--- src/rtl/refdiv_pkg.sv ---
package refdiv_pkg;
  parameter int unsigned RATIO_W_DEF   = 13;
  parameter int unsigned MIN_RATIO_DEF = 5;
  parameter int unsigned RST_RATIO_DEF = 5;

  typedef enum logic {
    OUT_BYPASS = 1'b0,
    OUT_DIVIDE = 1'b1
  } out_mode_e;
endpackage

--- src/rtl/refdiv_ratio_buf.sv ---
module refdiv_ratio_buf #(
  parameter int unsigned W     = 13,
  parameter int unsigned MIN_R = 5,
  parameter int unsigned RST_R = 5
) (
  input  logic         clk,
  input  logic         rst_n,
  input  logic         wr_valid,
  input  logic [W-1:0] wr_ratio,
  input  logic         xfer,
  input  logic         commit,
  output logic [W-1:0] stage_q,
  output logic         pending_q,
  output logic         illegal_q
);
  localparam logic [W-1:0] MIN_V = W'(MIN_R);
  localparam logic [W-1:0] RST_V = W'(RST_R);
  localparam logic [W-1:0] ONE_V = W'(1);

  logic         legal;
  logic [W-1:0] stage_d;
  logic         pending_d;
  logic         illegal_d;

  always_comb begin
    legal     = (wr_ratio == ONE_V) || (wr_ratio >= MIN_V);
    stage_d   = stage_q;
    if (wr_valid && legal) stage_d = wr_ratio;
    pending_d = pending_q;
    if (commit) pending_d = 1'b0;
    if (xfer)   pending_d = 1'b1;
    illegal_d = wr_valid && !legal;
  end

  always_ff @(posedge clk or negedge rst_n) begin
    if (!rst_n) begin
      stage_q   <= RST_V;
      pending_q <= 1'b0;
      illegal_q <= 1'b0;
    end else begin
      stage_q   <= stage_d;
      pending_q <= pending_d;
      illegal_q <= illegal_d;
    end
  end
endmodule

--- src/rtl/refdiv_counter.sv ---
module refdiv_counter #(
  parameter int unsigned W     = 13,
  parameter int unsigned RST_R = 5
) (
  input  logic         clk,
  input  logic         rst_n,
  input  logic         en,
  input  logic         pending,
  input  logic [W-1:0] stage,
  output logic [W-1:0] cnt_q,
  output logic [W-1:0] active_q,
  output logic         tc,
  output logic         load
);
  localparam logic [W-1:0] RST_V = W'(RST_R);
  localparam logic [W-1:0] ONE_V = W'(1);

  logic [W-1:0] cnt_d;
  logic [W-1:0] active_d;

  always_comb begin
    tc       = en && (cnt_q == '0);
    load     = tc && pending;
    active_d = active_q;
    cnt_d    = cnt_q;
    if (tc) begin
      if (load) active_d = stage;
      cnt_d = active_d - ONE_V;
    end else if (en) begin
      cnt_d = cnt_q - ONE_V;
    end
  end

  always_ff @(posedge clk or negedge rst_n) begin
    if (!rst_n) begin
      cnt_q    <= '0;
      active_q <= RST_V;
    end else begin
      cnt_q    <= cnt_d;
      active_q <= active_d;
    end
  end
endmodule

--- src/rtl/refdiv_refout.sv ---
module refdiv_refout
  import refdiv_pkg::*;
#(
  parameter int unsigned W = 13
) (
  input  logic         clk,
  input  logic         en,
  input  logic         tc,
  input  logic [W-1:0] cnt_q,
  input  logic [W-1:0] active_q,
  output logic         cmp_pulse,
  output logic         ref_out
);
  localparam logic [W-1:0] ONE_V = W'(1);

  out_mode_e    mode;
  logic [W-1:0] half;
  logic         div_hi;

  always_comb begin
    mode      = (active_q == ONE_V) ? OUT_BYPASS : OUT_DIVIDE;
    half      = active_q >> 1;
    div_hi    = (cnt_q >= half);
    cmp_pulse = tc;
    case (mode)
      OUT_BYPASS: ref_out = clk & en;
      default:    ref_out = div_hi;
    endcase
  end
endmodule

--- src/rtl/refdiv_top.sv ---
module refdiv_top
  import refdiv_pkg::*;
#(
  parameter int unsigned RATIO_W   = RATIO_W_DEF,
  parameter int unsigned MIN_RATIO = MIN_RATIO_DEF,
  parameter int unsigned RST_RATIO = RST_RATIO_DEF
) (
  input  logic               clk,
  input  logic               rst_n,
  input  logic               en,
  input  logic               wr_valid,
  input  logic [RATIO_W-1:0] wr_ratio,
  input  logic               xfer,
  output logic               cmp_pulse,
  output logic               ref_out,
  output logic               wr_illegal,
  output logic               main_load,
  output logic [RATIO_W-1:0] act_ratio
);
  logic [RATIO_W-1:0] stage_q;
  logic               pending_q;
  logic [RATIO_W-1:0] cnt_q;
  logic [RATIO_W-1:0] active_q;
  logic               tc;
  logic               load;

  refdiv_ratio_buf #(.W(RATIO_W), .MIN_R(MIN_RATIO), .RST_R(RST_RATIO)) u_buf (
    .clk       (clk),
    .rst_n     (rst_n),
    .wr_valid  (wr_valid),
    .wr_ratio  (wr_ratio),
    .xfer      (xfer),
    .commit    (load),
    .stage_q   (stage_q),
    .pending_q (pending_q),
    .illegal_q (wr_illegal)
  );

  refdiv_counter #(.W(RATIO_W), .RST_R(RST_RATIO)) u_cnt (
    .clk      (clk),
    .rst_n    (rst_n),
    .en       (en),
    .pending  (pending_q),
    .stage    (stage_q),
    .cnt_q    (cnt_q),
    .active_q (active_q),
    .tc       (tc),
    .load     (load)
  );

  refdiv_refout #(.W(RATIO_W)) u_out (
    .clk       (clk),
    .en        (en),
    .tc        (tc),
    .cnt_q     (cnt_q),
    .active_q  (active_q),
    .cmp_pulse (cmp_pulse),
    .ref_out   (ref_out)
  );

  assign main_load = load;
  assign act_ratio = active_q;
endmodule

--- config.mk ---
export PLATFORM = sky130hd
export DESIGN_NAME = refdiv_top
export DESIGN_NICKNAME = d
export VERILOG_FILES = /design/src/rtl/refdiv_pkg.sv /design/src/rtl/refdiv_ratio_buf.sv /design/src/rtl/refdiv_counter.sv /design/src/rtl/refdiv_refout.sv /design/src/rtl/refdiv_top.sv
export SDC_FILE = /design/constraint.sdc
export NUM_CORES = 1
export LEC_CHECK = 0
export BUFFER_PORTS_ARGS = -buffer_cell sky130_fd_sc_hd__clkbuf_2
export CORE_ASPECT_RATIO = 2
export CORE_MARGIN = 2
export CORE_UTILIZATION = 35
export DETAILED_ROUTE_END_ITERATION = 8
export HOLD_SLACK_MARGIN = 0.15
export SLEW_MARGIN = 20
export SYNTH_ARGS = -nofsm -noshare
export SYNTH_HDL_FRONTEND = slang
export SYNTH_SLANG_ARGS = --single-unit
--- constraint.sdc ---
create_clock -name clk -period 3.5 [get_ports clk]
set_input_delay 0.7 -clock clk [delete_from_list [all_inputs] [get_ports clk]]
set_output_delay 0.7 -clock clk [all_outputs]
set_load 0.005 [all_outputs]
==> run summary, run 1 <==
Synth warn = 0
Most frequent cells in the layout = 37 x dfrtp_1, 33 x clkbuf_2, 31 x o21ai_0
Synthesis-to-layout area growth = 19.2%
Synth top area share = 37.0%
Vias = 2,155
Iter 0 DRT Violations = 77
Async SR Flop Fraction = 100%
Die area = 0.00788 mm^2
Met1 GRT Util = 18.2%
Starting density of the core = 36.1%
Area occupied by multi-input gates = 0.00135 mm^2
Clock Latency Late Sink = 0.40 ns
Die height = 124 um
Register area = 0.00103 mm^2
WP data required = 2.80 ns
Pwr Density = 657 mW/mm^2
FILL cells = 680
Hpwl dp = 5150 um
Design Power = 1960 uW
Row count = 43
Worst EP arrival = 2.32 ns
Area leader, netlist = dfrtp_1
CTS resizes = 0
ANT nets after route = 0
Wire per inst = 16.8 um
GRT Total Usage = 18.7%
Seq/Total Area, Yosys = 41.2%
Max Slew Vio Count = 0
Final hold vios = 0
NumNets Final = 333
Kind of critical path = clock port to output pin
Final Util = 43.0%
Drt pass-1 iters = 6
Most common cell after layout, fill and taps aside = dfrtp_1
Global-route wire length before repair = 11,000 um
RSZ-0062 raised after global routing = no
Initial antenna violation count = 0
Most common flop cell mapped by yosys = dfrtp_1
Port buffer count = 34
Worst Tran Pin Value = 0.933 ns
Sum Neg Setup Slack = 0 ns
Core Area = 0.00694 mm^2
Syn Area/Cell = 9.41 um^2
Layout cells sized above 1 = 24.4%
Syn Inst Count = 266
EDFF count, synth = 0
Die Width = 63.8 um
Flops & latches, synth = 41
Via density = 5.48
DRC = 0
Post-CTS Setup Bufs = 0
Hold buffer count at CTS = 0
CTS clk-pin slew, worst paths = 0.06 ns
CTS tree = yes
Largest net degree at the start of global routing = 42
GRT busiest layer = met2
Clock Skew = 0.00285 ns
Total grt overflow = 0
Maximum vdd ir drop = 352 uV
Status = complete, no violations
Post-synthesis cell area = 0.00250 mm^2
GP Congestion = 0.825
Final WL = 6590 um
Met2 GRT Util = 34.5%
Critical Path Fanout Max = 2
Vias in the first global route = 2,286
Max-cap violations = 0
Max_slew headroom = 37.8%
Synth cell types = 48
Top-level port count = 35
Met3 Resource Use GR = 3.70%
R2R Setup Slk = 0.62 ns
Antenna Cells = 0
Syn_nets = 297
Hold/Removal Path Class = input pin to async pin
Critical Path Start Type = clock port
Synth top area cells = dfrtp_1 37%, mux2_2 7.6%, ha_1 6.5%, o21ai_0 6.2%, nand2_1 4.4%
Worst setup EP type = output pin
Leak = 0.00137 uW
Setup violators final = 0
[kinds of logic (layout without fill, tap and decap cells)]
kind of cell	after synthesis	count (layout)	synth area share, %
xor gates and xnor gates	3	3	1.05
muxes	25	25	10.8
buffers and inverters	28	65	4.90
adders and majority gates	13	13	6.50
DFF	41	41	41.2
AOI/OAI and AO/OA	68	68	16.4
and+or+nand+nor	88	88	19.2
[worst max-delay path: stages]
cell	delay (ns)
clkbuf_16	0.12
clkbuf_16	0.13
a21oi_1	0.13
a31oi_1	0.07
clkbuf_2	0.13
[power by group]
group	switching [uW]	internal (uW)	total, uW
clock	214	484	699
combinational	270	232	502
sequential	169	591	760
total	652	1310	1960
[synth_stat cells (all sizes together) (2+ instances only)]
library cell / n
a211o: 3
a211oi: 2
a21o: 3
a21oi: 16
a31oi: 2
and2: 2
and4: 2
buf: 7
clkbuf: 3
dfrtp: 37
dfstp: 4
ha: 13
inv: 18
mux2: 17
mux2i: 8
nand2: 29
nand3: 2
nand3b: 2
nand4: 9
nor2: 13
nor2b: 2
nor3: 9
nor3b: 2
nor4: 8
nor4b: 3
o21a: 2
o21ai: 33
o21bai: 2
or3: 2
xnor2: 2
[path summary, 6_finish.rpt]
kind	start	endpoint	cells past startpoint
setup / recovery	clk	ref_out	5
min in group clk	xfer	u_buf.pending_q$_DFFE_PN0P_	2
hold / removal	rst_n	u_buf.stage_q[7]$_DFFE_PN0P_	1
max in group asynchronous	rst_n	u_cnt.cnt_q[12]$_DFFE_PN0P_	1
hold reg to reg	u_buf.stage_q[10]$_DFFE_PN0P_	u_cnt.active_q[10]$_DFFE_PN0N_	2
setup reg to reg	u_buf.pending_q$_DFFE_PN0P_	u_cnt.cnt_q[12]$_DFFE_PN0P_	8
[per-stage QoR]
step | cell area [um^2] | setup slack, ns | hold WS [ns] | std cells
5_1_grt | 2980 | 0.351 | 0.483 | 393
3_3_place_gp | 2750 | 0.556 | 0.487 | 382
4_1_cts | 2980 | 0.465 | 0.488 | 393
6_report | 2980 | 0.476 | 0.424 | 393
2_1_floorplan | 2500 | 0.877 | 0.404 | 266
3_5_place_dp | 2750 | 0.430 | 0.498 | 382
[layer usage]
layer / vias up / wire length, um / part of all wire [%]
li1: 1039 / - / -
met1: 1031 / 2320 / 35
met2: 64 / 3680 / 56
met3: 21 / 236 / 3.6
met4: 0 / 349 / 5.3
met5: - / 0 / 0
[area by class of cell]
class                      count  area share (%)
sequential                    41            34.5
multi-input combinational    197            45.2
clock inverter                 2            1.17
tap                           90            3.77
timing repair buffer          35            6.04
inverter                      18            2.26
clock buffer                  10            7.00
[state kept, by name, indices dropped and copies added (netlist names)]
register         flops
u_buf.pending_q      1
u_cnt.cnt_q         13
u_cnt.active_q      13
u_buf.stage_q       13
u_buf.illegal_q      1
Power figures use the tool's default switching activity.
==> run 2, diff against run 1 <==
Settings changed: CORE_UTILIZATION 35 to 45, PLACE_DENSITY from default to 0.65.
==> run summary, run 2 (synthesis gave the netlist of run 1 again) <==
Status = complete, no violations
Die Width = 56.7 um (-11%)
Pwr Density = 593 mW/mm^2 (-9.8%)
Drt pass-1 iters = 4 (-2)
Worst EP arrival = 2.30 ns (-0.02 ns)
Wire per inst = 17.7 um (+5.4%)
CTS resizes = 0 (unchanged)
ANT nets after route = 0 (unchanged)
Initial antenna violation count = 0 (unchanged)
Port buffer count = 34 (unchanged)
CTS clk-pin slew, worst paths = 0.08 ns (+0.02 ns)
Maximum vdd ir drop = 435 uV (+24%)
Global-route wire length before repair = 10,600 um (-3.1%)
Largest regs = u_buf.stage_q x13, u_cnt.active_q x13, u_cnt.cnt_q x13
RR Endpoint = u_cnt.cnt_q[12]$_DFFE_PN0P_
Final Cell Area = 0.00284 mm^2 (-4.9%)
FILL cells = 519 (-24%)
Largest net degree at the start of global routing = 42 (unchanged)
Total grt overflow = 0 (unchanged)
Most common cell after layout, fill and taps aside = dfrtp_1
Hold buffer count at CTS = 0 (unchanged)
Die height = 109 um (-11%)
Final WL = 6410 um (-2.6%)
Met3 wire length = 282 um (+19%)
Final hold vios = 0 (unchanged)
Critical Path Fanout Max = 2 (unchanged)
Kind of critical path = clock port to output pin
Leak = 0.00131 uW (-4.3%)
Row count = 38 (-12%)
Via density = 5.91 (+7.8%)
Starting density of the core = 46.6% (+11 points)
Setup violators final = 0 (unchanged)
Critical Path Start Type = clock port
Most frequent cells in the layout = 37 x dfrtp_1, 33 x clkbuf_2, 31 x o21ai_0
Final Util = 52.8% (+9.8 points)
Synthesis-to-layout area growth = 13.3%
Min Tclk post-route = 3.00 ns
CP Launch Point = clk
Antenna Cells = 0 (unchanged)
Final worst slack = 0.498 ns (+0.0212 ns)
Worst Tran Pin Value = 0.927 ns (-0.00618 ns)
GRT Total Usage = 22.8% (+4.1 points)
Placed cell areas = 0.00271 mm^2 (-1.4%)
Layout cells sized above 1 = 24.4% (unchanged)
Sum Neg Setup Slack = 0 ns (unchanged)
Top Layer Used = met4
Max-cap violations = 0 (unchanged)
Worst setup EP type = output pin
WL met2 = 3380 um (-8.3%)
DP Worst Slack = 0.426 ns (-0.00409 ns)
Max Fclk = 334 MHz
Vias = 2,145 (-0.46%)
Post-CTS Setup Bufs = 0 (unchanged)
Hpwl dp = 4980 um (-3.3%)
R2r worst-path depth = 8 (unchanged)
Clock Skew = 0.00554 ns (+0.00270 ns)
Iter 0 DRT Violations = 76 (-1.3%)
GP Congestion = 0.883 (+7.0%)
Fin crit share = 85.8%
CTS tree = yes
Clock Latency Late Sink = 0.41 ns (about the same)
NumNets Final = 333 (unchanged)
Top-level port count = 35 (unchanged)
R2R Setup Slk = 0.54 ns (-0.08 ns)
Core Area = 0.00537 mm^2 (-23%)
Vias in the first global route = 2,196 (-3.9%)
Max Slew Vio Count = 0 (unchanged)
WP data required = 2.80 ns (about the same)
DRC = 0 (unchanged)
RSZ-0062 raised after global routing = no
Post-route met1 wirelength = 2380 um (+2.5%)
Hold/Removal Path Class = input pin to async pin
Max_slew headroom = 38.2% (+0.41 points)
Die area = 0.00621 mm^2 (-21%)
RR Startpoint = u_buf.pending_q$_DFFE_PN0P_
==> run 2: cell types whose count changed in the layout (fill, tap and decap cells not counted), sizes merged <==
cell      before  now
bufinv         1    0
clkinv         1    0
clkinvlp       0    2
==> run 2: power by group <==
| part | total [uW] | internal (uW) | switching [uW] |
|---|---|---|---|
| clock network | 422 | 217 | 204 |
| logic | 507 | 233 | 274 |
| registers | 753 | 590 | 163 |
| total | 1680 | 1040 | 641 |
==> run 2: cell type report <==
| class | instances | area [um^2] | share of cell area, % |
|---|---|---|---|
| multi-input cells | 197 | 1350 | 47.6 |
| flip-flops and latches | 41 | 1030 | 36.3 |
| repair buffers | 35 | 180 | 6.35 |
| clock buffers | 10 | 119 | 4.19 |
| well taps | 60 | 75.1 | 2.65 |
| inverters | 18 | 67.6 | 2.38 |
| clock inverters | 2 | 15.0 | 0.529 |
==> run 2: worst max path at each step <==
stage / end / slack, ns / cells past startpoint
after global placement: u_cnt.cnt_q[10]$_DFFE_PN0P_ / 0.57 / 11
after global routing: u_cnt.cnt_q[12]$_DFFE_PN0P_ / 0.30 / 8
final: ref_out / 0.50 / 5
after floorplan: ref_out / 0.88 / 2
after detailed placement: u_cnt.cnt_q[10]$_DFFE_PN0P_ / 0.43 / 11
after CTS: ref_out / 0.49 / 5
==> run 2: through the flow <==
step / total power [uW] / hold WS [ns] / std cells
floorplan: 1060 / 0.404 / 266
CTS: 1690 / 0.457 / 363
detailed placement: 1270 / 0.505 / 352
global placement: 1260 / 0.488 / 352
finish: 1680 / 0.414 / 363
global route: 1780 / 0.471 / 363
==> run 2: critical path, stage by stage <==
cell and delay, ns:
clkbuf_8 0.11, clkbuf_8 0.12, a21oi_1 0.13, a31oi_1 0.06, clkbuf_2 0.13
==> run 2: layer usage <==
| layer | GRT usage, % | vias to the layer above |
|---|---|---|
| li1 | - | 1042 |
| met1 | 23.8 | 999 |
| met2 | 39.9 | 76 |
| met3 | 5.29 | 28 |
| met4 | 15.6 | 0 |
| met5 | 0 | - |
